==> config.mk <==
export PLATFORM = sky130hd
export DESIGN_NAME = home_dir_ctrl
export DESIGN_NICKNAME = d
export VERILOG_FILES = /design/src/rtl/hdir_pkg.sv /design/src/rtl/hdir_table.sv /design/src/rtl/hdir_store.sv /design/src/rtl/hdir_decide.sv /design/src/rtl/hdir_pick.sv /design/src/rtl/home_dir_ctrl.sv
export SDC_FILE = /design/constraint.sdc
export NUM_CORES = 1
export LEC_CHECK = 0
export ABC_AREA = 0
export BUFFER_PORTS_ARGS = -buffer_cell sky130_fd_sc_hd__buf_4
export CORE_AREA = 2 2 252 254
export CTS_CLUSTER_SIZE = 16
export DETAILED_ROUTE_END_ITERATION = 8
export DIE_AREA = 0 0 254 256
export PLACE_DENSITY = 0.69
export SLEW_MARGIN = 20
export SYNTH_ARGS = -nofsm -noshare
export SYNTH_HDL_FRONTEND = slang
export SYNTH_SLANG_ARGS = --single-unit
==> constraint.sdc <==
create_clock -name clk -period 2.9 [get_ports clk]
set_input_delay 0.58 -clock clk [delete_from_list [all_inputs] [get_ports clk]]
set_output_delay 0.58 -clock clk [all_outputs]
set_load 0.005 [all_outputs]
==> src/rtl/hdir_pkg.sv <==
package hdir_pkg;
  timeunit 1ns; timeprecision 1ps;

  typedef enum logic [1:0] {DS_UNC = 2'd0, DS_SHR = 2'd1, DS_EXC = 2'd2} dstate_e;
  typedef enum logic [1:0] {RQ_READ = 2'd0, RQ_WRITE = 2'd1, RQ_WBACK = 2'd2} rqtype_e;
  typedef enum logic [1:0] {IV_INV = 2'd0, IV_FETCH = 2'd1, IV_FETCHINV = 2'd2} ivtype_e;
  typedef enum logic [1:0] {E_IDLE = 2'd0, E_WAIT = 2'd1, E_REPLY = 2'd2} engst_e;

  localparam logic RS_ACK  = 1'b0;
  localparam logic RS_DATA = 1'b1;

  // number of set bits in a vector of up to 64 nodes
  function automatic int unsigned popcnt64(input logic [63:0] v);
    int unsigned n;
    n = 0;
    for (int i = 0; i < 64; i++) n = n + {31'd0, v[i]};
    return n;
  endfunction
endpackage

==> src/rtl/hdir_table.sv <==
module hdir_table
  import hdir_pkg::*;
#(
  parameter int NODES  = 4,
  parameter int BLOCKS = 16,
  parameter int BLK_W  = $clog2(BLOCKS)
) (
  input  logic             clk,
  input  logic             rst_n,
  input  logic [BLK_W-1:0] rd_blk,
  output logic [1:0]       rd_st,
  output logic [NODES-1:0] rd_sh,
  input  logic             wr_en,
  input  logic [BLK_W-1:0] wr_blk,
  input  logic [1:0]       wr_st,
  input  logic [NODES-1:0] wr_sh
);
  timeunit 1ns; timeprecision 1ps;

  logic [1:0]       st_q [BLOCKS];
  logic [NODES-1:0] sh_q [BLOCKS];

  always_ff @(posedge clk or negedge rst_n) begin
    if (!rst_n) begin
      for (int i = 0; i < BLOCKS; i++) begin
        st_q[i] <= DS_UNC;
        sh_q[i] <= '0;
      end
    end else if (wr_en) begin
      st_q[wr_blk] <= wr_st;
      sh_q[wr_blk] <= wr_sh;
    end
  end

  assign rd_st = st_q[rd_blk];
  assign rd_sh = sh_q[rd_blk];

  // an exclusive entry names exactly one owner
  a_r6_excl_one: assert property (@(posedge clk) disable iff (!rst_n)
    wr_en && wr_st == DS_EXC |-> $countones(wr_sh) == 1);
  // an uncached entry has no sharers
  a_r7_unc_empty: assert property (@(posedge clk) disable iff (!rst_n)
    wr_en && wr_st == DS_UNC |-> wr_sh == '0);
  // a shared entry has at least one sharer
  a_r2_shr_nonempty: assert property (@(posedge clk) disable iff (!rst_n)
    wr_en && wr_st == DS_SHR |-> wr_sh != '0);
endmodule

==> src/rtl/hdir_store.sv <==
module hdir_store #(
  parameter int BLOCKS = 16,
  parameter int DATA_W = 32,
  parameter int BLK_W  = $clog2(BLOCKS)
) (
  input  logic              clk,
  input  logic              rst_n,
  input  logic [BLK_W-1:0]  rd_blk,
  output logic [DATA_W-1:0] rd_data,
  input  logic              wr_en,
  input  logic [BLK_W-1:0]  wr_blk,
  input  logic [DATA_W-1:0] wr_data
);
  timeunit 1ns; timeprecision 1ps;

  logic [DATA_W-1:0] mem_q [BLOCKS];

  always_ff @(posedge clk or negedge rst_n) begin
    if (!rst_n) begin
      for (int i = 0; i < BLOCKS; i++) mem_q[i] <= '0;
    end else if (wr_en) begin
      mem_q[wr_blk] <= wr_data;
    end
  end

  assign rd_data = mem_q[rd_blk];
endmodule

==> src/rtl/hdir_decide.sv <==
module hdir_decide
  import hdir_pkg::*;
#(
  parameter int NODES  = 4,
  parameter int NODE_W = $clog2(NODES),
  parameter int CNT_W  = $clog2(NODES + 1)
) (
  input  logic [1:0]        st,
  input  logic [NODES-1:0]  sh,
  input  logic [1:0]        rq_type,
  input  logic [NODE_W-1:0] rq_node,
  output logic [NODES-1:0]  iv_mask,
  output logic [1:0]        iv_kind,
  output logic [CNT_W-1:0]  pend,
  output logic [1:0]        new_st,
  output logic [NODES-1:0]  new_sh,
  output logic              wr_mem,
  output logic              use_fetch,
  output logic              do_reply
);
  timeunit 1ns; timeprecision 1ps;

  logic [NODES-1:0] own;
  logic [NODES-1:0] others;

  always_comb begin
    own          = '0;
    own[rq_node] = 1'b1;
    others       = sh & ~own;
    iv_mask   = '0;
    iv_kind   = IV_INV;
    pend      = '0;
    new_st    = st;
    new_sh    = sh;
    wr_mem    = 1'b0;
    use_fetch = 1'b0;
    do_reply  = 1'b0;
    case (rqtype_e'(rq_type))
      RQ_READ: begin
        new_st   = DS_SHR;
        new_sh   = sh | own;
        do_reply = 1'b1;
        if (st == DS_EXC && others != '0) begin
          iv_mask   = others;
          iv_kind   = IV_FETCH;
          pend      = CNT_W'(1);
          use_fetch = 1'b1;
          wr_mem    = 1'b1;
        end
      end
      RQ_WRITE: begin
        new_st   = DS_EXC;
        new_sh   = own;
        do_reply = 1'b1;
        if (st == DS_EXC && others != '0) begin
          iv_mask   = others;
          iv_kind   = IV_FETCHINV;
          pend      = CNT_W'(1);
          use_fetch = 1'b1;
        end else if (st == DS_SHR) begin
          iv_mask = others;
          iv_kind = IV_INV;
          pend    = CNT_W'(popcnt64(64'(others)));
        end
      end
      RQ_WBACK: begin
        if (st == DS_EXC && sh == own) begin
          new_st = DS_UNC;
          new_sh = '0;
          wr_mem = 1'b1;
        end
      end
      default: ;
    endcase
  end
endmodule

==> src/rtl/hdir_pick.sv <==
module hdir_pick #(
  parameter int NODES  = 4,
  parameter int NODE_W = $clog2(NODES)
) (
  input  logic              clk,
  input  logic              rst_n,
  input  logic [NODES-1:0]  mask,
  output logic              any,
  output logic [NODE_W-1:0] idx
);
  timeunit 1ns; timeprecision 1ps;

  logic [NODES-1:0] below;
  logic [NODES-1:0] grant;

  assign below[0] = 1'b0;
  for (genvar g = 1; g < NODES; g++) begin : g_chain
    assign below[g] = below[g-1] | mask[g-1];
  end
  assign grant = mask & ~below;
  assign any   = |mask;

  always_comb begin
    idx = '0;
    for (int i = 0; i < NODES; i++)
      if (grant[i]) idx = NODE_W'(i);
  end

  // at most one target granted per cycle
  a_r9_single_grant: assert property (@(posedge clk) disable iff (!rst_n)
    $onehot0(grant) && (any == (grant != '0)));
endmodule

==> src/rtl/home_dir_ctrl.sv <==
module home_dir_ctrl
  import hdir_pkg::*;
#(
  parameter int NODES  = 4,
  parameter int BLOCKS = 16,
  parameter int DATA_W = 32,
  parameter int NODE_W = $clog2(NODES),
  parameter int BLK_W  = $clog2(BLOCKS)
) (
  input  logic              clk,
  input  logic              rst_n,
  input  logic              req_valid,
  output logic              req_ready,
  input  logic [1:0]        req_type,
  input  logic [NODE_W-1:0] req_node,
  input  logic [BLK_W-1:0]  req_blk,
  input  logic [DATA_W-1:0] req_data,
  output logic              ivn_valid,
  input  logic              ivn_ready,
  output logic [1:0]        ivn_type,
  output logic [NODE_W-1:0] ivn_node,
  output logic [BLK_W-1:0]  ivn_blk,
  input  logic              rsp_valid,
  output logic              rsp_ready,
  input  logic              rsp_type,
  input  logic [NODE_W-1:0] rsp_node,
  input  logic [DATA_W-1:0] rsp_data,
  output logic              rep_valid,
  input  logic              rep_ready,
  output logic [NODE_W-1:0] rep_node,
  output logic [BLK_W-1:0]  rep_blk,
  output logic [DATA_W-1:0] rep_data
);
  timeunit 1ns; timeprecision 1ps;

  localparam int CNT_W = $clog2(NODES + 1);

  engst_e            eng_q;
  logic [NODE_W-1:0] node_q;
  logic [BLK_W-1:0]  blk_q;
  logic [DATA_W-1:0] wbdata_q;
  logic [DATA_W-1:0] data_q;
  logic [NODES-1:0]  mask_q;
  logic [1:0]        kind_q;
  logic [CNT_W-1:0]  pend_q;
  logic [1:0]        nst_q;
  logic [NODES-1:0]  nsh_q;
  logic              wrmem_q;
  logic              fetch_q;
  logic              reply_q;
  logic [NODE_W-1:0] fnode_q;

  // table and store read ports (addressed by the incoming request)
  logic [1:0]        tb_st;
  logic [NODES-1:0]  tb_sh;
  logic [DATA_W-1:0] st_rd;

  // decision for the incoming request
  logic [NODES-1:0]  d_mask;
  logic [1:0]        d_kind;
  logic [CNT_W-1:0]  d_pend;
  logic [1:0]        d_nst;
  logic [NODES-1:0]  d_nsh;
  logic              d_wrmem, d_fetch, d_reply;

  // named events
  logic              accept, ivn_fire, rsp_fire, commit, rep_fire;
  logic              pick_any;
  logic [NODE_W-1:0] pick_idx;
  logic [NODES-1:0]  clr_bit;

  hdir_table #(.NODES(NODES), .BLOCKS(BLOCKS), .BLK_W(BLK_W)) u_table (
    .clk(clk), .rst_n(rst_n),
    .rd_blk(req_blk), .rd_st(tb_st), .rd_sh(tb_sh),
    .wr_en(commit), .wr_blk(blk_q), .wr_st(nst_q), .wr_sh(nsh_q)
  );

  hdir_store #(.BLOCKS(BLOCKS), .DATA_W(DATA_W), .BLK_W(BLK_W)) u_store (
    .clk(clk), .rst_n(rst_n),
    .rd_blk(req_blk), .rd_data(st_rd),
    .wr_en(commit && wrmem_q), .wr_blk(blk_q),
    .wr_data(fetch_q ? data_q : wbdata_q)
  );

  hdir_decide #(.NODES(NODES), .NODE_W(NODE_W), .CNT_W(CNT_W)) u_decide (
    .st(tb_st), .sh(tb_sh), .rq_type(req_type), .rq_node(req_node),
    .iv_mask(d_mask), .iv_kind(d_kind), .pend(d_pend),
    .new_st(d_nst), .new_sh(d_nsh),
    .wr_mem(d_wrmem), .use_fetch(d_fetch), .do_reply(d_reply)
  );

  hdir_pick #(.NODES(NODES), .NODE_W(NODE_W)) u_pick (
    .clk(clk), .rst_n(rst_n), .mask(mask_q), .any(pick_any), .idx(pick_idx)
  );

  assign req_ready = (eng_q == E_IDLE);
  assign accept    = req_valid && req_ready;

  assign ivn_valid = (eng_q == E_WAIT) && pick_any;
  assign ivn_type  = kind_q;
  assign ivn_node  = pick_idx;
  assign ivn_blk   = blk_q;
  assign ivn_fire  = ivn_valid && ivn_ready;

  assign rsp_ready = (eng_q == E_WAIT) && (pend_q != '0);
  assign rsp_fire  = rsp_valid && rsp_ready;

  assign commit    = (eng_q == E_WAIT) && (mask_q == '0) && (pend_q == '0);

  assign rep_valid = (eng_q == E_REPLY);
  assign rep_node  = node_q;
  assign rep_blk   = blk_q;
  assign rep_data  = data_q;
  assign rep_fire  = rep_valid && rep_ready;

  always_comb begin
    clr_bit           = '0;
    clr_bit[pick_idx] = ivn_fire;
  end

  always_ff @(posedge clk or negedge rst_n) begin
    if (!rst_n) begin
      eng_q    <= E_IDLE;
      node_q   <= '0;
      blk_q    <= '0;
      wbdata_q <= '0;
      data_q   <= '0;
      mask_q   <= '0;
      kind_q   <= IV_INV;
      pend_q   <= '0;
      nst_q    <= DS_UNC;
      nsh_q    <= '0;
      wrmem_q  <= 1'b0;
      fetch_q  <= 1'b0;
      reply_q  <= 1'b0;
      fnode_q  <= '0;
    end else begin
      case (eng_q)
        E_IDLE: begin
          if (accept) begin
            eng_q    <= E_WAIT;
            node_q   <= req_node;
            blk_q    <= req_blk;
            wbdata_q <= req_data;
            data_q   <= st_rd;
            mask_q   <= d_mask;
            kind_q   <= d_kind;
            pend_q   <= d_pend;
            nst_q    <= d_nst;
            nsh_q    <= d_nsh;
            wrmem_q  <= d_wrmem;
            fetch_q  <= d_fetch;
            reply_q  <= d_reply;
          end
        end
        E_WAIT: begin
          mask_q <= mask_q & ~clr_bit;
          if (ivn_fire && kind_q != IV_INV) fnode_q <= pick_idx;
          if (rsp_fire) begin
            pend_q <= pend_q - CNT_W'(1);
            if (rsp_type == RS_DATA && fetch_q && rsp_node == fnode_q)
              data_q <= rsp_data;
          end
          if (commit) eng_q <= reply_q ? E_REPLY : E_IDLE;
        end
        E_REPLY: begin
          if (rep_fire) eng_q <= E_IDLE;
        end
        default: eng_q <= E_IDLE;
      endcase
    end
  end

  // an accepted request closes the request channel
  a_r8_stall: assert property (@(posedge clk) disable iff (!rst_n)
    accept |=> !req_ready);
  // ready returns right after the reply is taken
  a_r8_reopen: assert property (@(posedge clk) disable iff (!rst_n)
    rep_fire |=> req_ready);
  // interventions of one request climb in node id
  a_r9_ascending: assert property (@(posedge clk) disable iff (!rst_n)
    ivn_fire |=> !ivn_valid || (ivn_node > $past(ivn_node)));
  // the requester is never a target
  a_r9_not_self: assert property (@(posedge clk) disable iff (!rst_n)
    ivn_valid |-> ivn_node != node_q);
  // reply only after all interventions and responses are done
  a_r4_acks_first: assert property (@(posedge clk) disable iff (!rst_n)
    rep_valid |-> (pend_q == '0) && (mask_q == '0));
  // a stalled reply holds its contents
  a_r10_hold: assert property (@(posedge clk) disable iff (!rst_n)
    rep_valid && !rep_ready |=> rep_valid && $stable(rep_data) && $stable(rep_node) && $stable(rep_blk));
endmodule

### Yosys cells after proc, flatten, opt, wreduce, memory -nomap -nowiden

Index checks and enable logic that the tools add are counted.

| storage, ports and cells | value |
|---|---|
| register bits | 700 |
| input bits | 81 |
| output and inout bits | 50 |
| logic and storage cells | 191 |

| operators by class | value |
|---|---|
| $add $sub $neg | 4 |
| magnitude comparators | 7 |
| equal/unequal tests | 13 |
| muxes and demuxes | 60 |
| bitwise operators | 12 |
| reductions and logical operators | 33 |

Operators by type and width:

| kind | number |
|---|---|
| 512-bit bitwise mux | 1 |
| 32-bit two-way mux | 7 |
| 32-bit binary-select mux with 4-bit select | 1 |
| 32-bit demux with 4-bit select | 1 |
| 64-bit bitwise mux | 1 |
| 32-bit one-hot mux with 2 select lines | 1 |
| 32-bit bitwise mux | 1 |
| 4-bit two-way mux | 8 |
| 2-bit two-way mux | 11 |
| 1-bit logical AND | 17 |
| 4-bit bitwise AND | 4 |
| 4-bit binary-select mux with 4-bit select | 1 |
| 4-bit demux with 4-bit select | 1 |
| 4-bit one-hot mux with 2 select lines | 2 |
| 3-bit two-way mux | 4 |
| 4-bit NOT | 3 |
| 2-bit one-hot mux with 3 select lines | 2 |
| 3-bit one-hot mux with 2 select lines | 2 |
| 4-bit one-hot mux with 3 select lines | 1 |
| 5-bit >= comparator, second input constant | 2 |
| 4-bit NOT with 5-bit output | 2 |
| 1-bit two-way mux | 9 |
| 2-bit binary-select mux with 4-bit select | 1 |
| 2-bit demux with 4-bit select | 1 |
| 28 further kinds | 45 |

### Logic depth before layout (Yosys ltp)

Gate-level depths: netlist of the first run.

| depth | value |
|---|---|
| depth in word-level cells | 15 |
| gate-level depth with buffers | 13 |
| gate-level depth less buffers | 11 |

### Modules after synthesis

From an unflattened synthesis of the first run, not the netlist that was laid out.

| second synthesis, totals | value |
|---|---|
| cells, all modules | 2181 |
| area, all modules | 32388.6 µm² |

By module, submodules not included:

| module | times used | cells an instance | area each (µm²) | seq. area each (µm²) |
|---|---|---|---|---|
| hdir_store | 1 | 1404 | 22774.3 | 12812.3 |
| home_dir_ctrl | 1 | 419 | 4633.2 | 2302.2 |
| hdir_table | 1 | 281 | 4439.3 | 2402.3 |
| hdir_decide | 1 | 70 | 506.7 | 0.0 |
| hdir_pick | 1 | 7 | 35.0 | 0.0 |

### Worst setup path after synthesis of the first run

No wires, ideal clock.

| timing path | value |
|---|---|
| path kind | input-to-reg |
| start point | input port req_blk[0] |
| end point | register pend_q[1] |
| setup time | 0.129 ns |
| data arrival time | 3.514 ns |
| required time | 2.771 ns |
| path slack | -0.743 ns |
| stages on the path | 13 |
| buffers on the path | 2 |
| cells stage by stage | clkbuf_1 > buf_2 > mux4_2 > mux4_2 > ha_1 > inv_1 > ha_1 > inv_1 > fa_1 > inv_1 > ha_1 > and4_1 > a2bb2oi_1 |

| between the ends | value |
|---|---|
| word-level cells in the longest chain between the ends | 13 |
| elaborated cells on any way between the ends | 20 |
| those cells by class | 3 x add/sub; 2 x eq/ne; 11 x mux; 2 x bitwise; 2 x reduce/logical |

RTL lines:

| element | line | RTL |
|---|---|---|
| start: declaration | home_dir_ctrl.sv:16 | `input logic [BLK_W-1:0] req_blk,` |
| 4-bit NOT with 5-bit output (implied by the code) (*) | hdir_table.sv:35, hdir_table.sv:36 |  |
| 4-bit binary-select mux with 4-bit select | hdir_table.sv:36 | `assign rd_sh = sh_q[rd_blk];` |
| 4-bit two-way mux (implied by the code) (2 in a row) | hdir_table.sv:36 |  |
| 4-bit bitwise AND | hdir_decide.sv:29 | `others = sh & ~own;` |
| 1-bit by 1-bit adder with 2-bit output | hdir_pkg.sv:16 | `for (int i = 0; i < 64; i++) n = n + {31'd0, v[i]};` |
| 3-bit by 1-bit adder with 3-bit output (2 in a row) | hdir_pkg.sv:16 |  |
| 3-bit two-way mux | hdir_decide.sv:60 | `end else if (st == DS_SHR) begin` |
| 3-bit two-way mux (*) | hdir_decide.sv:55 | `if (st == DS_EXC && others != '0) begin` |
| 3-bit one-hot mux with 2 select lines (*) | hdir_decide.sv:38 | `case (rqtype_e'(rq_type))` |
| 3-bit two-way mux (*) | home_dir_ctrl.sv:140 | `if (accept) begin` |
| 3-bit one-hot mux with 2 select lines (*) | home_dir_ctrl.sv:138 | `case (eng_q)` |
| end signal: assignment | home_dir_ctrl.sv:148 | `pend_q <= d_pend;` |
| end signal: assignment | home_dir_ctrl.sv:160 | `pend_q <= pend_q - CNT_W'(1);` |
| end: declaration | home_dir_ctrl.sv:45 | `logic [CNT_W-1:0] pend_q;` |

Mark *: on every way between the ends. The rest lies on a longest branch, timed or not. The select of a mux whose other input is x is not followed.
A chain may end at the register's enable or synchronous reset.

### Worst setup path in the final report of the first run

| timing path | value |
|---|---|
| start point | register u_table.sh_q[17] (netlist name) |
| end point | register pend_q[1] |

| between the ends | value |
|---|---|
| word-level cells in the longest chain between the ends | 12 |
| elaborated cells on any way between the ends | 14 |
| those cells by class | 3 x add/sub; 8 x mux; 1 x bitwise; 2 x reduce/logical |

RTL lines:

| element | line | RTL |
|---|---|---|
| start: declaration | hdir_table.sv:21 | `logic [NODES-1:0] sh_q [BLOCKS];` |
| start signal: indexed assignment | hdir_table.sv:31 | `sh_q[wr_blk] <= wr_sh;` |
| 4-bit binary-select mux with 4-bit select (*) | hdir_table.sv:36 |  |
| 4-bit two-way mux (implied by the code) (*) (2 in a row) | hdir_table.sv:36 |  |
| 4-bit bitwise AND (*) | hdir_decide.sv:29 |  |
| 1-bit by 1-bit adder with 2-bit output | hdir_pkg.sv:16 |  |
| 3-bit by 1-bit adder with 3-bit output (2 in a row) | hdir_pkg.sv:16 |  |
| 3-bit two-way mux | hdir_decide.sv:60 |  |
| 3-bit two-way mux (*) | hdir_decide.sv:55 |  |
| 3-bit one-hot mux with 2 select lines (*) | hdir_decide.sv:38 |  |
| 3-bit two-way mux (*) | home_dir_ctrl.sv:140 |  |
| 3-bit one-hot mux with 2 select lines (*) | home_dir_ctrl.sv:138 |  |

Marked as above.

==> results, run 1 <==
- The critical-path maximum fanout is 3.
- The final worst clock skew is 0.0170 ns.
- The critical path goes through mux4_2 -> mux4_2 -> ha_4 -> inv_4 -> ha_4 -> inv_2 -> fa_2 -> inv_2 -> ha_4 -> and4_1 -> a2bb2oi_2.
- The clock period minus final worst setup slack is 2.83 ns.
- The TritonCTS sink count is 700.
- After clock tree synthesis, the clock-pin slew on the worst setup and hold paths is 0.06 ns.
- The via count of the first global-routing pass is 22,100.
- Of the available clock period, the critical path in the final layout requires 97.7%.
- The summed instance area of the synthesized netlist is 0.0309 mm2.
- The maximum number of buffers from clock root to sink is 3.
- The synthesized design contains 0 enable-type register cells.
- The worst setup slack for register-to-register paths is 0.07 ns.
- In this run the critical register-to-register path is captured at pend_q[1].
- The full die area is 0.0650 mm2.
- The per-cell routed wire length is 21.9 um.
- The routed via count divided by cell count is 5.79.
- Setup repair after global routing could not meet its margin everywhere.
- The first global-routing pass estimated 128,000 um of wire.
- The power density normalized to cell area is 749 mW/mm2.
- After layout, the worst setup slack is 0.0660 ns.
- The number of failing hold endpoints at the final stage came to 1.
- STA puts the critical path data arrival time at 3.32 ns.
- Input and output buffers added on the ports amount to 130.
- The count of cells along the worst register-to-register path is 11.
- The final net count is 2,858.
- The clock latency reported for the late side of the worst-skew pair is 0.62 ns.
- Hold repair after CTS inserted 0 buffers.
- TritonCTS built the clock tree.
- Setup violations remaining at the end of the flow were counted as 0.
- The worst min-delay path class is input pin to asynchronous set/reset pin.
- The family with the most delay on the worst path is multiplexers.
- The endpoint of the worst setup timing path is pend_q[1].
- The critical path crosses 11 cells after its start point.
- The effective utilization at floorplan is 49.6%.
- The worst setup timing slack at the placement stage is -0.352 ns.
- The maximum number of pins on one net before global-route repair is 94.
- The run finished, with violations left.
- The sequential cell area fraction in the yosys report is 56.6%.
- Synthesis handed over a netlist of 2,655 instances.
- For this block, the via count after detailed routing is 21,300.
- In this run the static leakage power is 0.0161 uW.
- The fraction of registers with async set or reset after synthesis is 100%.
- In the global route stage, overall resource usage came out at 25.5%.
- The final max-slew violation count came to 0.
- The count of yosys warnings during synthesis is 0.
- The number of DRC violations after detailed-routing iteration 0 is 1,649.
- The beginning of the worst register-to-register path is u_table.sh_q[17].
- The max-cap check violation count is 0.
- The number of H-tree levels is 3.
- For the final routed database, the setup TNS stands at 0 ns.
- The first-pass detailed-route iteration total is 6.
- The most frequent standard cell in the layout excluding fill and tap cells is sky130_fd_sc_hd__dfrtp_1.
- The top-level I/O count is 131.
- The share of layout cells above drive strength 1 is 24.9%.
- In this run, synthesis produced a sequential element count of 700.
- The most used flip-flop cell after synthesis is sky130_fd_sc_hd__dfrtp_1.
- In this design, the stage delay of the slowest critical-path cell is 0.55 ns.
- The top cell types in the final layout, fill and taps aside, are sky130_fd_sc_hd__dfrtp_1 (699), sky130_fd_sc_hd__nand2_1 (686), sky130_fd_sc_hd__o21ai_0 (361).
- The transition time at the pin with the least slew margin is 0.935 ns.
- The total of fill cells in the finished design is 5,052.
- The cell repeated most along the worst path is sky130_fd_sc_hd__ha_4.
- The kind of start point of the critical path is a flip-flop.
- The final weighted congestion in routability-driven placement is 0.814.
- For this run, the share of the core covered by cells in the final layout is 57.4%.
- For this block, the routed nets add up to 80,400 um of wire.
- Dividing the synthesized area by the synthesized cell count gives 11.7 um2.
- VDD sags by at most 446 uV.
- The highest achievable clock rate is 353 MHz.
- The checks that failed: negative hold slack.
- The clock root buffer master is sky130_fd_sc_hd__clkbuf_16.
- The number of nets produced by synthesis is 2,750.
- The count of nets left with antenna violations once routing finished came out at 0.
- Data on the critical path is required at its endpoint by 3.39 ns.
- Excluding fillers, the count of instances in the completed layout stands at 3,671.
- The max-slew headroom at the worst pin is 37.7%.
- The final hold slack is -0.00244 ns.
- Counting tap cells, the placed design contains a total of 3,529 instances.
- The initialized floorplan defines 92 standard-cell rows.
- The area growth from synthesis to layout is 15.6%.
- The storage element area is 0.0175 mm2.
- The overall die width is 254 um.
- The total global routing overflow is 0.
- The antenna cell count is 0.
- The post-DP HPWL is 46,600 um.
- The worst setup path is captured at a flip-flop.
- In the final layout, the multi-input gates occupy 0.0126 mm2.
- The source of the critical timing path is u_table.sh_q[17].
- The number of buffers and inverters on the critical path is 3.
- The initial antenna violation count is 1.
- The region available for standard cell placement spans 0.0624 mm2.
- The number of library cell types mapped by synthesis is 59.
- The type of the worst setup path is flip-flop to flip-flop.
- The die is 256 um tall.
- For this design, the slowest cell found on the critical path is sky130_fd_sc_hd__mux4_2.
- TritonCTS created 75 clock buffers.
- The DRC violations left is 0.
[area by class of cell]
cell class | count | share of cell area (%)
flip-flops and latches | 700 | 49.0
multi-input cells | 1722 | 35.1
clock buffers | 111 | 6.19
repair buffers | 247 | 5.76
well taps | 846 | 2.96
clock inverters | 28 | 0.850
inverters | 17 | 0.185
[report_power, final]
group | switching, uW | total [uW] | internal [uW] | leakage (uW)
logic | 3130 | 5310 | 2180 | 0.00522
registers | 898 | 11800 | 10900 | 0.00966
clock network | 3970 | 9730 | 5760 | 0.00125
[worst register-to-register path, stage by stage (launching register included)]
cell,delay [ns]
sky130_fd_sc_hd__dfrtp_1,0.40
sky130_fd_sc_hd__mux4_2,0.47
sky130_fd_sc_hd__mux4_2,0.55
sky130_fd_sc_hd__ha_4,0.20
sky130_fd_sc_hd__inv_4,0.06
sky130_fd_sc_hd__ha_4,0.13
sky130_fd_sc_hd__inv_2,0.03
sky130_fd_sc_hd__fa_2,0.34
sky130_fd_sc_hd__inv_2,0.07
sky130_fd_sc_hd__ha_4,0.19
sky130_fd_sc_hd__and4_1,0.15
sky130_fd_sc_hd__a2bb2oi_2,0.13
[synth_stat cells, types with 4 or more instances]
| cell | number | share of area (%) |
|---|---|---|
| sky130_fd_sc_hd__nand3_1 | 9 | 0.15 |
| sky130_fd_sc_hd__o21ai_1 | 196 | 3.2 |
| sky130_fd_sc_hd__a22oi_1 | 4 | 0.097 |
| sky130_fd_sc_hd__nor4_4 | 5 | 0.34 |
| sky130_fd_sc_hd__inv_1 | 17 | 0.21 |
| sky130_fd_sc_hd__clkbuf_1 | 139 | 1.7 |
| sky130_fd_sc_hd__buf_2 | 57 | 0.92 |
| sky130_fd_sc_hd__mux2i_1 | 71 | 2.3 |
| sky130_fd_sc_hd__nor3_1 | 5 | 0.081 |
| sky130_fd_sc_hd__nand2_2 | 6 | 0.12 |
| sky130_fd_sc_hd__ha_1 | 13 | 0.53 |
| sky130_fd_sc_hd__nand2b_1 | 8 | 0.16 |
| sky130_fd_sc_hd__buf_4 | 4 | 0.097 |
| sky130_fd_sc_hd__dfrtp_1 | 700 | 57 |
| sky130_fd_sc_hd__mux4_2 | 188 | 14 |
| sky130_fd_sc_hd__a21oi_1 | 6 | 0.097 |
| sky130_fd_sc_hd__o21ai_0 | 361 | 5.8 |
| sky130_fd_sc_hd__buf_1 | 14 | 0.17 |
| sky130_fd_sc_hd__mux2_2 | 98 | 3.6 |
| sky130_fd_sc_hd__nand2_1 | 688 | 8.3 |
| sky130_fd_sc_hd__nor2_1 | 11 | 0.13 |
[routing by layer]
metal | part of all wire [%] | vias to the layer above | wire (um) | track usage [%]
li1 | - | 9556 | - | -
met1 | 43 | 10900 | 34700 | 36.1
met2 | 48 | 655 | 38600 | 40.7
met3 | 6.6 | 115 | 5280 | 4.47
met4 | 2.2 | 0 | 1800 | 7.66
met5 | 0 | - | 0 | 0
[state kept, by name, summed over array words and instances (netlist names)]
name,flops
mask_q,4
nsh_q,4
wbdata_q,32
wrmem_q,1
u_table.st_q,32
fnode_q,2
u_table.sh_q,64
nst_q,2
rep_node,2
ivn_type,2
rep_data,32
ivn_blk,4
eng_q,2
fetch_q,1
pend_q,3
reply_q,1
u_store.mem_q,512
[worst min-delay path by stage]
stage,start,depth (start not counted),to,slack (ns)
global route,rst_n,1,u_store.mem_q[428],0.04
floorplan,rst_n,0,eng_q[0],0.28
finish,rst_n,1,u_store.mem_q[428],-0.002
global placement,u_store.mem_q[294],2,u_store.mem_q[294],0.46
detailed placement,wbdata_q[11],2,wbdata_q[11],0.46
CTS,rst_n,1,u_store.mem_q[45],0.02
[logic make-up (layout without fill, tap and decap cells)]
kind of cell / after synthesis / in the layout / synth area share [%]
AND/OR/NAND/NOR: 763 / 763 / 10.3
flip-flops: 700 / 700 / 56.6
AO/OA/AOI/OAI: 586 / 586 / 9.76
multiplexers: 357 / 357 / 19.5
buffers and inverters: 233 / 403 / 3.15
adder cells (fa/ha/maj): 14 / 14 / 0.590
XOR/XNOR: 2 / 2 / 0.0566
[through the flow]
stage | power (uW) | instance area, um2
2_1_floorplan | 14900 | 31000
3_3_place_gp | 16900 | 33200
3_5_place_dp | 17200 | 33200
4_1_cts | 26900 | 35700
5_1_grt | 28000 | 35800
6_report | 26800 | 35800
[timing repair]
item                       in CTS  in global routing
gates resized for setup         0                  3
setup buffers                   0                  3
setup endpoints to repair       0                  1
(Power assumes the default switching activity.)
==> run 2: changes to the inputs <==
--- a/config.mk
+++ b/config.mk
@@ -7,11 +7,11 @@
 export LEC_CHECK = 0
 export ABC_AREA = 0
 export BUFFER_PORTS_ARGS = -buffer_cell sky130_fd_sc_hd__buf_4
-export CORE_AREA = 2 2 252 254
+export CORE_AREA = 2 2 239 241
 export CTS_CLUSTER_SIZE = 16
 export DETAILED_ROUTE_END_ITERATION = 8
-export DIE_AREA = 0 0 254 256
-export PLACE_DENSITY = 0.69
+export DIE_AREA = 0 0 241 243
+export PLACE_DENSITY = 0.76
 export SLEW_MARGIN = 20
 export SYNTH_ARGS = -nofsm -noshare
 export SYNTH_HDL_FRONTEND = slang
==> results, run 2 (synthesis results as in run 1) <==
- The run finished with clean final reports.
- The register with the most flip-flops is u_store.mem_q.
- The post-DP HPWL is 46,500 um.
- The total routing resource utilization after global routing is 28.4%.
- The clock network accounts for 35.2% of the total power.
- The global routing usage on met2 is 46.2%.
- In the final layout, the registers with the most flip-flops are u_store.mem_q x512, u_table.sh_q x64.
- Walking the worst path, the cells encountered are mux4_2 -> mux4_2 -> ha_4 -> inv_2 -> ha_4 -> inv_2 -> fa_2 -> inv_1 -> ha_1 -> and4_1 -> a2bb2oi_1.
- Buffers added to address setup during post-CTS repair amount to 0.
- STA classifies the critical path startpoint as a flip-flop.
- The wire length reported by the detailed router is 80,400 um.
- The global routing stage identified its most utilized layer as met2.
- The share of the cycle needed by the critical path after routing is 97.0%.
- The clock reaches the later pin of the worst-skew pair after 0.62 ns.
- Dividing the detail-routed via count by the number of cells gives 6.11.
- The critical-path maximum fanout is 3.
- The floorplan step defined a die boundary enclosing 0.0586 mm2.
- At the worst endpoint, the required time is 3.38 ns.
- Broken down by cell family, the worst path's largest delay share belongs to multiplexers.
- The number of H-tree levels is 3.
- The final max-slew violation count is 0.
- The max-cap check violation count is 0.
- Global routing finished with a remaining overflow of 0.
- The number of failing hold endpoints at the final stage came to 0.
- For this run, global-route usage on met1 was measured as 39.0%.
- The share of layout cells above drive strength 1 is 24.3%.
- The switching share of power is 29.8%.
- The effective utilization at floorplan is 55.3%.
- The sum of negative setup slack is 0 ns.
- The hold-fix buffer count after cts is 1.
- For this run, the number of standard cells in the final layout without fillers is 3,564.
- The die is 243 um tall.
- The worst setup path is captured at a flip-flop.
- In this run the deepest clock path goes through 3 buffers.
- The tree is rooted in a sky130_fd_sc_hd__clkbuf_16.
- The sequential cell fraction of total power is 44.7%.
- The area growth from synthesis to layout is 14.5%.
- The overall die width is 241 um.
- The final worst clock skew is 0.0246 ns.
- Setup repair after global routing left no endpoint under its margin.
- The number of buffers inserted by port buffering is 130.
- The total buffers and inverters traversed by the critical path is 3.
- On the worst path, the slowest cell contributes a delay of 0.54 ns.
- The detailed router finished its first iteration with 1,982 violations.
- The final-report setup violation count is 0.
- The first global-routing pass estimated 128,000 um of wire.
- The final net count is 2,847.
- The storage element area is 0.0175 mm2.
- The placeable core region is 0.0560 mm2.
- The transition time at the pin with the least slew margin is 0.962 ns.
- The congestion estimate from routability-driven global placement came to 0.830.
- The DRC violations left is 0.
- In the layout the commonest cells are sky130_fd_sc_hd__dfrtp_1 (699), sky130_fd_sc_hd__nand2_1 (686), sky130_fd_sc_hd__o21ai_0 (361).
- The clock tree from TritonCTS is done.
- In this run the power spent charging and discharging nets is 7860 uW.
- The tree built by TritonCTS fans out to 700 sinks.
- The register with the most flip-flops in the layout has 512 of them.
- In this run the static leakage power is 0.0160 uW.
- The top-level I/O count is 131.
- The first-pass detailed-route iteration total is 6.
- The number of instances in the placed design is 3,433.
- IR analysis of the VDD net gives a maximum drop of 578 uV.
- The share of the core filled with cells in the final layout is 63.3%.
- Gates resized during post-CTS repair numbered 0.
- The max-slew headroom at the worst pin is 35.8%.
- After layout, the minimum clock period comes to 2.81 ns.
- The total via count after detailed routing is 21,800.
- Entering global routing, the biggest net connects 105 pins.
- The number of cell rows is 87.
- Internal power comes to 18,500 uW.
- The slowest cell on the critical path is sky130_fd_sc_hd__mux4_2.
- The most frequent standard cell in the layout excluding fill and tap cells is sky130_fd_sc_hd__dfrtp_1.
- The worst min-delay path class is input pin to flip-flop.
- Timing would allow up to 355 MHz.
- The antenna cell count is 0.
- The type of the worst setup path is flip-flop to flip-flop.
- The clock slew at the register clock pins of the worst setup and hold paths is 0.06 ns.
- The global routing usage on met3 is 4.96%.
- The per-cell routed wire length is 22.6 um.
- The number of clock buffers added by TritonCTS is 72.
- STA puts the critical path data arrival time at 3.30 ns.
- The worst setup slack for register-to-register paths is 0.09 ns.
- The via count of the first global-routing pass is 22,700.
- The power density normalized to cell area is 744 mW/mm2.
- Once detail routing completed, the nets flagged for antenna violations numbered 0.
- The total of fill cells in the finished design is 4,165.
- The multi-input logic area is 0.0125 mm2.
- The initial antenna violation count is 0.
- The power share of the combinational group is 20.1%.
==> run 2: path summary, 6_finish.rpt <==
| path | depth (start not counted) | end | startpoint |
|---|---|---|---|
| setup / recovery | 11 | pend_q[1] | u_table.sh_q[16] |
| hold / removal | 3 | wbdata_q[21] | req_data[21] |
| setup reg to reg | 11 | pend_q[1] | u_table.sh_q[16] |
| hold reg to reg | 2 | wbdata_q[16] | wbdata_q[16] |
| max in group asynchronous | 4 | u_store.mem_q[399] | rst_n |
| min in group asynchronous | 2 | u_store.mem_q[368] | rst_n |
==> run 2: power by group through the flow <==
stage	Sequential, uW	Combinational [uW]	Clock, uW
after floorplan	11500	3390	0
after global placement	11800	5060	0
after detailed placement	11900	5260	0
after CTS	11800	5300	9400
after global routing	11900	5790	9830
final	11800	5300	9290
==> run 2: routing by layer <==
| metal | wire (um) | up-vias |
|---|---|---|
| li1 | - | 9507 |
| met1 | 32700 | 11200 |
| met2 | 39600 | 913 |
| met3 | 5710 | 177 |
| met4 | 2430 | 0 |
| met5 | 0 | - |
==> run 2: cell type report <==
class | instances | area share (%)
clock buffer | 112 | 6.20
clock inverter | 18 | 0.526
inverter | 17 | 0.187
multi-input combinational | 1722 | 35.4
sequential | 700 | 49.5
tap | 756 | 2.67
timing repair buffer | 239 | 5.55
==> run 2: through the flow <==
| stage | setup WS, ns | total power, uW | hold WS (ns) | area (um2) |
|---|---|---|---|---|
| floorplan | -0.289 | 14900 | 0.284 | 31000 |
| global placement | -0.337 | 16900 | 0.456 | 33000 |
| detailed placement | -0.395 | 17200 | 0.462 | 33000 |
| CTS | 0.0927 | 26500 | 0.126 | 35400 |
| global route | 0.0143 | 27500 | 0.151 | 35400 |
| finish | 0.0859 | 26400 | 0.148 | 35400 |
==> run 2: worst reg2reg max path, delay by kind of cell (launching register included) <==
kind            cells  cell delay [ns]
simple gates        1             0.15
fa+ha+maj           4             0.85
mux                 2             1.03
compound gates      1             0.13
flops               1             0.38
buf+inv             3             0.16
==> run 3: changes to the inputs <==
--- a/config.mk
+++ b/config.mk
@@ -11,7 +11,8 @@
 export CTS_CLUSTER_SIZE = 16
 export DETAILED_ROUTE_END_ITERATION = 8
 export DIE_AREA = 0 0 241 243
-export PLACE_DENSITY = 0.76
+export PLACE_DENSITY = 0.82
+export SETUP_SLACK_MARGIN = 0.1
 export SLEW_MARGIN = 20
 export SYNTH_ARGS = -nofsm -noshare
 export SYNTH_HDL_FRONTEND = slang
==> results, run 3 (synthesis results as in run 1) <==
- After floorplanning, the core was divided into 87 placement rows.
- The area added between synthesis and finish is 14.8%.
- After detailed routing, the number of remaining DRC violations is 0.
- The critical-path maximum fanout is 3.
- The number of failing hold endpoints at the final stage is 0.
- The origin of the worst min-delay path is req_data[19].
- The height of the die is 243 um.
- Setup violations remaining at the end of the flow were counted as 0.
- The max-cap check violation count is 0.
- The routed via count divided by cell count is 6.23.
- The final design instance area without fill is 0.0355 mm2.
- The number of instances in the placed design is 3,428.
- The via count of the first global-routing pass was 23,600.
- The final weighted congestion in routability-driven placement is 0.830.
- STA classifies the critical path endpoint as a flip-flop.
- Across all layers, the routed design uses 22,200 vias.
- In the final timing run, aggregate negative setup slack is 0 ns.
- For this run, global-route usage on met3 was measured as 5.46%.
- Setup slack on the worst reg-to-reg path comes out at 0.06 ns.
- The total routing resource utilization after global routing is 28.6%.
- The max-slew headroom at the worst pin is 37.0%.
- Excluding fillers, the count of instances in the completed layout stands at 3,563.
- For hold timing, the worst endpoint is wbdata_q[19].
- The register with the most flip-flops in the layout has 512 of them.
- The first global-routing pass estimated 130,000 um of wire.
- For this block, the routed nets add up to 81,000 um of wire.
- The register with the most flip-flops is u_store.mem_q.
- The beginning of the worst register-to-register path is u_table.sh_q[9].
- Leaving out fill and tap cells, the most frequent cell in the layout is sky130_fd_sc_hd__dfrtp_1.
- In the final routed layout, each cell accounts on average for 22.7 um.
- The min-delay analysis places its worst path in the category input pin to flip-flop.
- The most used routing layer is met2.
- Counting along the longest clock path gives a buffer depth of 3.
- The power density normalized to cell area is 745 mW/mm2.
- The global routing usage on met2 is 46.6%.
- Summing all placed instances gives a cell area of 0.0331 mm2.
- Global routing finished with a remaining overflow of 0.
- The final net count is 2,846.
- The clock tree from TritonCTS is done.
- The met1 demand-to-capacity share in global routing is 37.6%.
- The initial antenna violation count came to 1.
- The first-pass detailed-route iteration total is 8.
- The worst voltage drop across the vdd grid is 594 uV.
- Clock tree synthesis inserted a total of 74 buffers.
- In this run, the number of DRC markers left after iteration 0 of detailed routing was 2,126.
- The tree built by TritonCTS fans out to 700 sinks.
- Clock-pin slew was measured on the worst setup and hold paths at 0.06 ns.
- Setup repair after global routing could not meet its margin everywhere.
- The clock period minus final worst setup slack is 2.84 ns.
- In the final layout, the registers with the most flip-flops are u_store.mem_q x512, u_table.sh_q x64.
- Final hold analysis gives a worst-case slack of 0.144 ns.
- Once the floorplan was initialized, standard cells occupied 55.3% of the core.
- The top-level I/O count is 131.
- The type of the worst setup path is flip-flop to flip-flop.
- The total power draw is 26,500 uW.
- In this run the static leakage power is 0.0160 uW.
- Once detail routing completed, the nets flagged for antenna violations numbered 0.
- The transition time at the pin with the least slew margin is 0.945 ns.
- The final max-slew violation count came to 0.
- The highest achievable clock rate is 352 MHz.
- Clock tree synthesis selected as its root buffer the cell sky130_fd_sc_hd__clkbuf_16.
- The run finished with clean final reports.
- 0 antenna diodes ended up in the layout.
- The die covers 0.0586 mm2.
- Counting instances, the worst hold path has a depth of 3.
- The share of layout cells above drive strength 1 is 24.5%.
- Input and output buffers added on the ports amount to 130.
- Leaving out fill and tap cells, the most frequent cells in the layout are sky130_fd_sc_hd__dfrtp_1 (699), sky130_fd_sc_hd__nand2_1 (686), sky130_fd_sc_hd__o21ai_0 (361).
- Across the routed clock network, the largest skew measured is 0.0283 ns.
- The clock tree synthesis step divided the H-tree into 3 levels.
- The clock latency reported for the late side of the worst-skew pair is 0.62 ns.
- Counting cells, the worst reg-to-reg path comes to 11.
- The total area inside the core boundary comes to 0.0560 mm2.
- The kind of start point of the critical path is a flip-flop.
- The overall die width is 241 um.
- After layout, the worst path uses 97.9% of the clock period.
- The worst path required time is 3.38 ns.
- The maximum number of pins on one net before global-route repair is 97.
- At the worst endpoint, the arrival time is 3.32 ns.
- The endpoint of the worst-slack reg-to-reg timing path is pend_q[1].
- The post-DP HPWL is 46,800 um.
==> run 3: cell count changes in the layout (fill, tap and decap cells not counted), sizes merged <==
cell / previous run / this run
buf: 238 / 235
bufinv: 3 / 4
clkinvlp: 4 / 3
inv: 20 / 19
clkbuf: 112 / 107
clkinv: 8 / 16
==> run 3: worst max-delay path by stage <==
stage | end | from | depth (start not counted)
after global placement | pend_q[1] | req_blk[0] | 12
after CTS | pend_q[1] | u_table.sh_q[9] | 11
after global routing | pend_q[1] | u_table.sh_q[9] | 11
after floorplan | pend_q[1] | req_blk[0] | 13
after detailed placement | pend_q[1] | req_blk[0] | 12
final | pend_q[1] | u_table.sh_q[9] | 11
==> run 3: what timing repair did <==
| item | 4_1_cts | 5_1_grt |
|---|---|---|
| gates cloned | 0 | 0 |
| gates resized for setup | 1 | 11 |
| hold buffers | 1 | 0 |
| endpoints found under the hold margin | 39 | 0 |
| setup endpoints to repair | 1 | 6 |
| setup buffers | 2 | 0 |
| pin swaps | 1 | 4 |
==> run 3: area by class of cell <==
cell class	count	area [um2]
fillers	3966	20400
flip-flops and latches	700	17500
multi-input cells	1722	12600
clock buffers	107	2130
repair buffers	236	2020
well taps	756	946
clock inverters	25	255
inverters	17	68.8
==> run 3: routing by layer <==
layer	share of wire, %	up-vias
li1	-	9525
met1	38	11300
met2	50	1132
met3	8.4	240
met4	3.5	2
met5	0.0086	-
==> run 3: critical path, stage by stage (launching register included) <==
cell	delay (ns)
sky130_fd_sc_hd__dfrtp_1	0.39
sky130_fd_sc_hd__mux4_2	0.48
sky130_fd_sc_hd__mux4_2	0.56
sky130_fd_sc_hd__ha_4	0.20
sky130_fd_sc_hd__inv_4	0.06
sky130_fd_sc_hd__ha_4	0.12
sky130_fd_sc_hd__inv_2	0.03
sky130_fd_sc_hd__fa_2	0.33
sky130_fd_sc_hd__inv_2	0.07
sky130_fd_sc_hd__ha_4	0.19
sky130_fd_sc_hd__and4_1	0.16
sky130_fd_sc_hd__a2bb2oi_2	0.13
==> run 3: report_power, final <==
group	internal, uW	switching, uW	total, uW
Sequential	10900	936	11800
Combinational	2200	3150	5350
Clock	5470	3870	9340
Total	18500	7960	26500
==> run 3: through the flow <==
stage	util [%]	setup slack, ns
after detailed placement	59.1	-0.314
after floorplan	-	-0.289
final	63.5	0.0597
after global placement	59.1	-0.285
after global routing	63.5	-0.00105
after CTS	63.4	0.0695
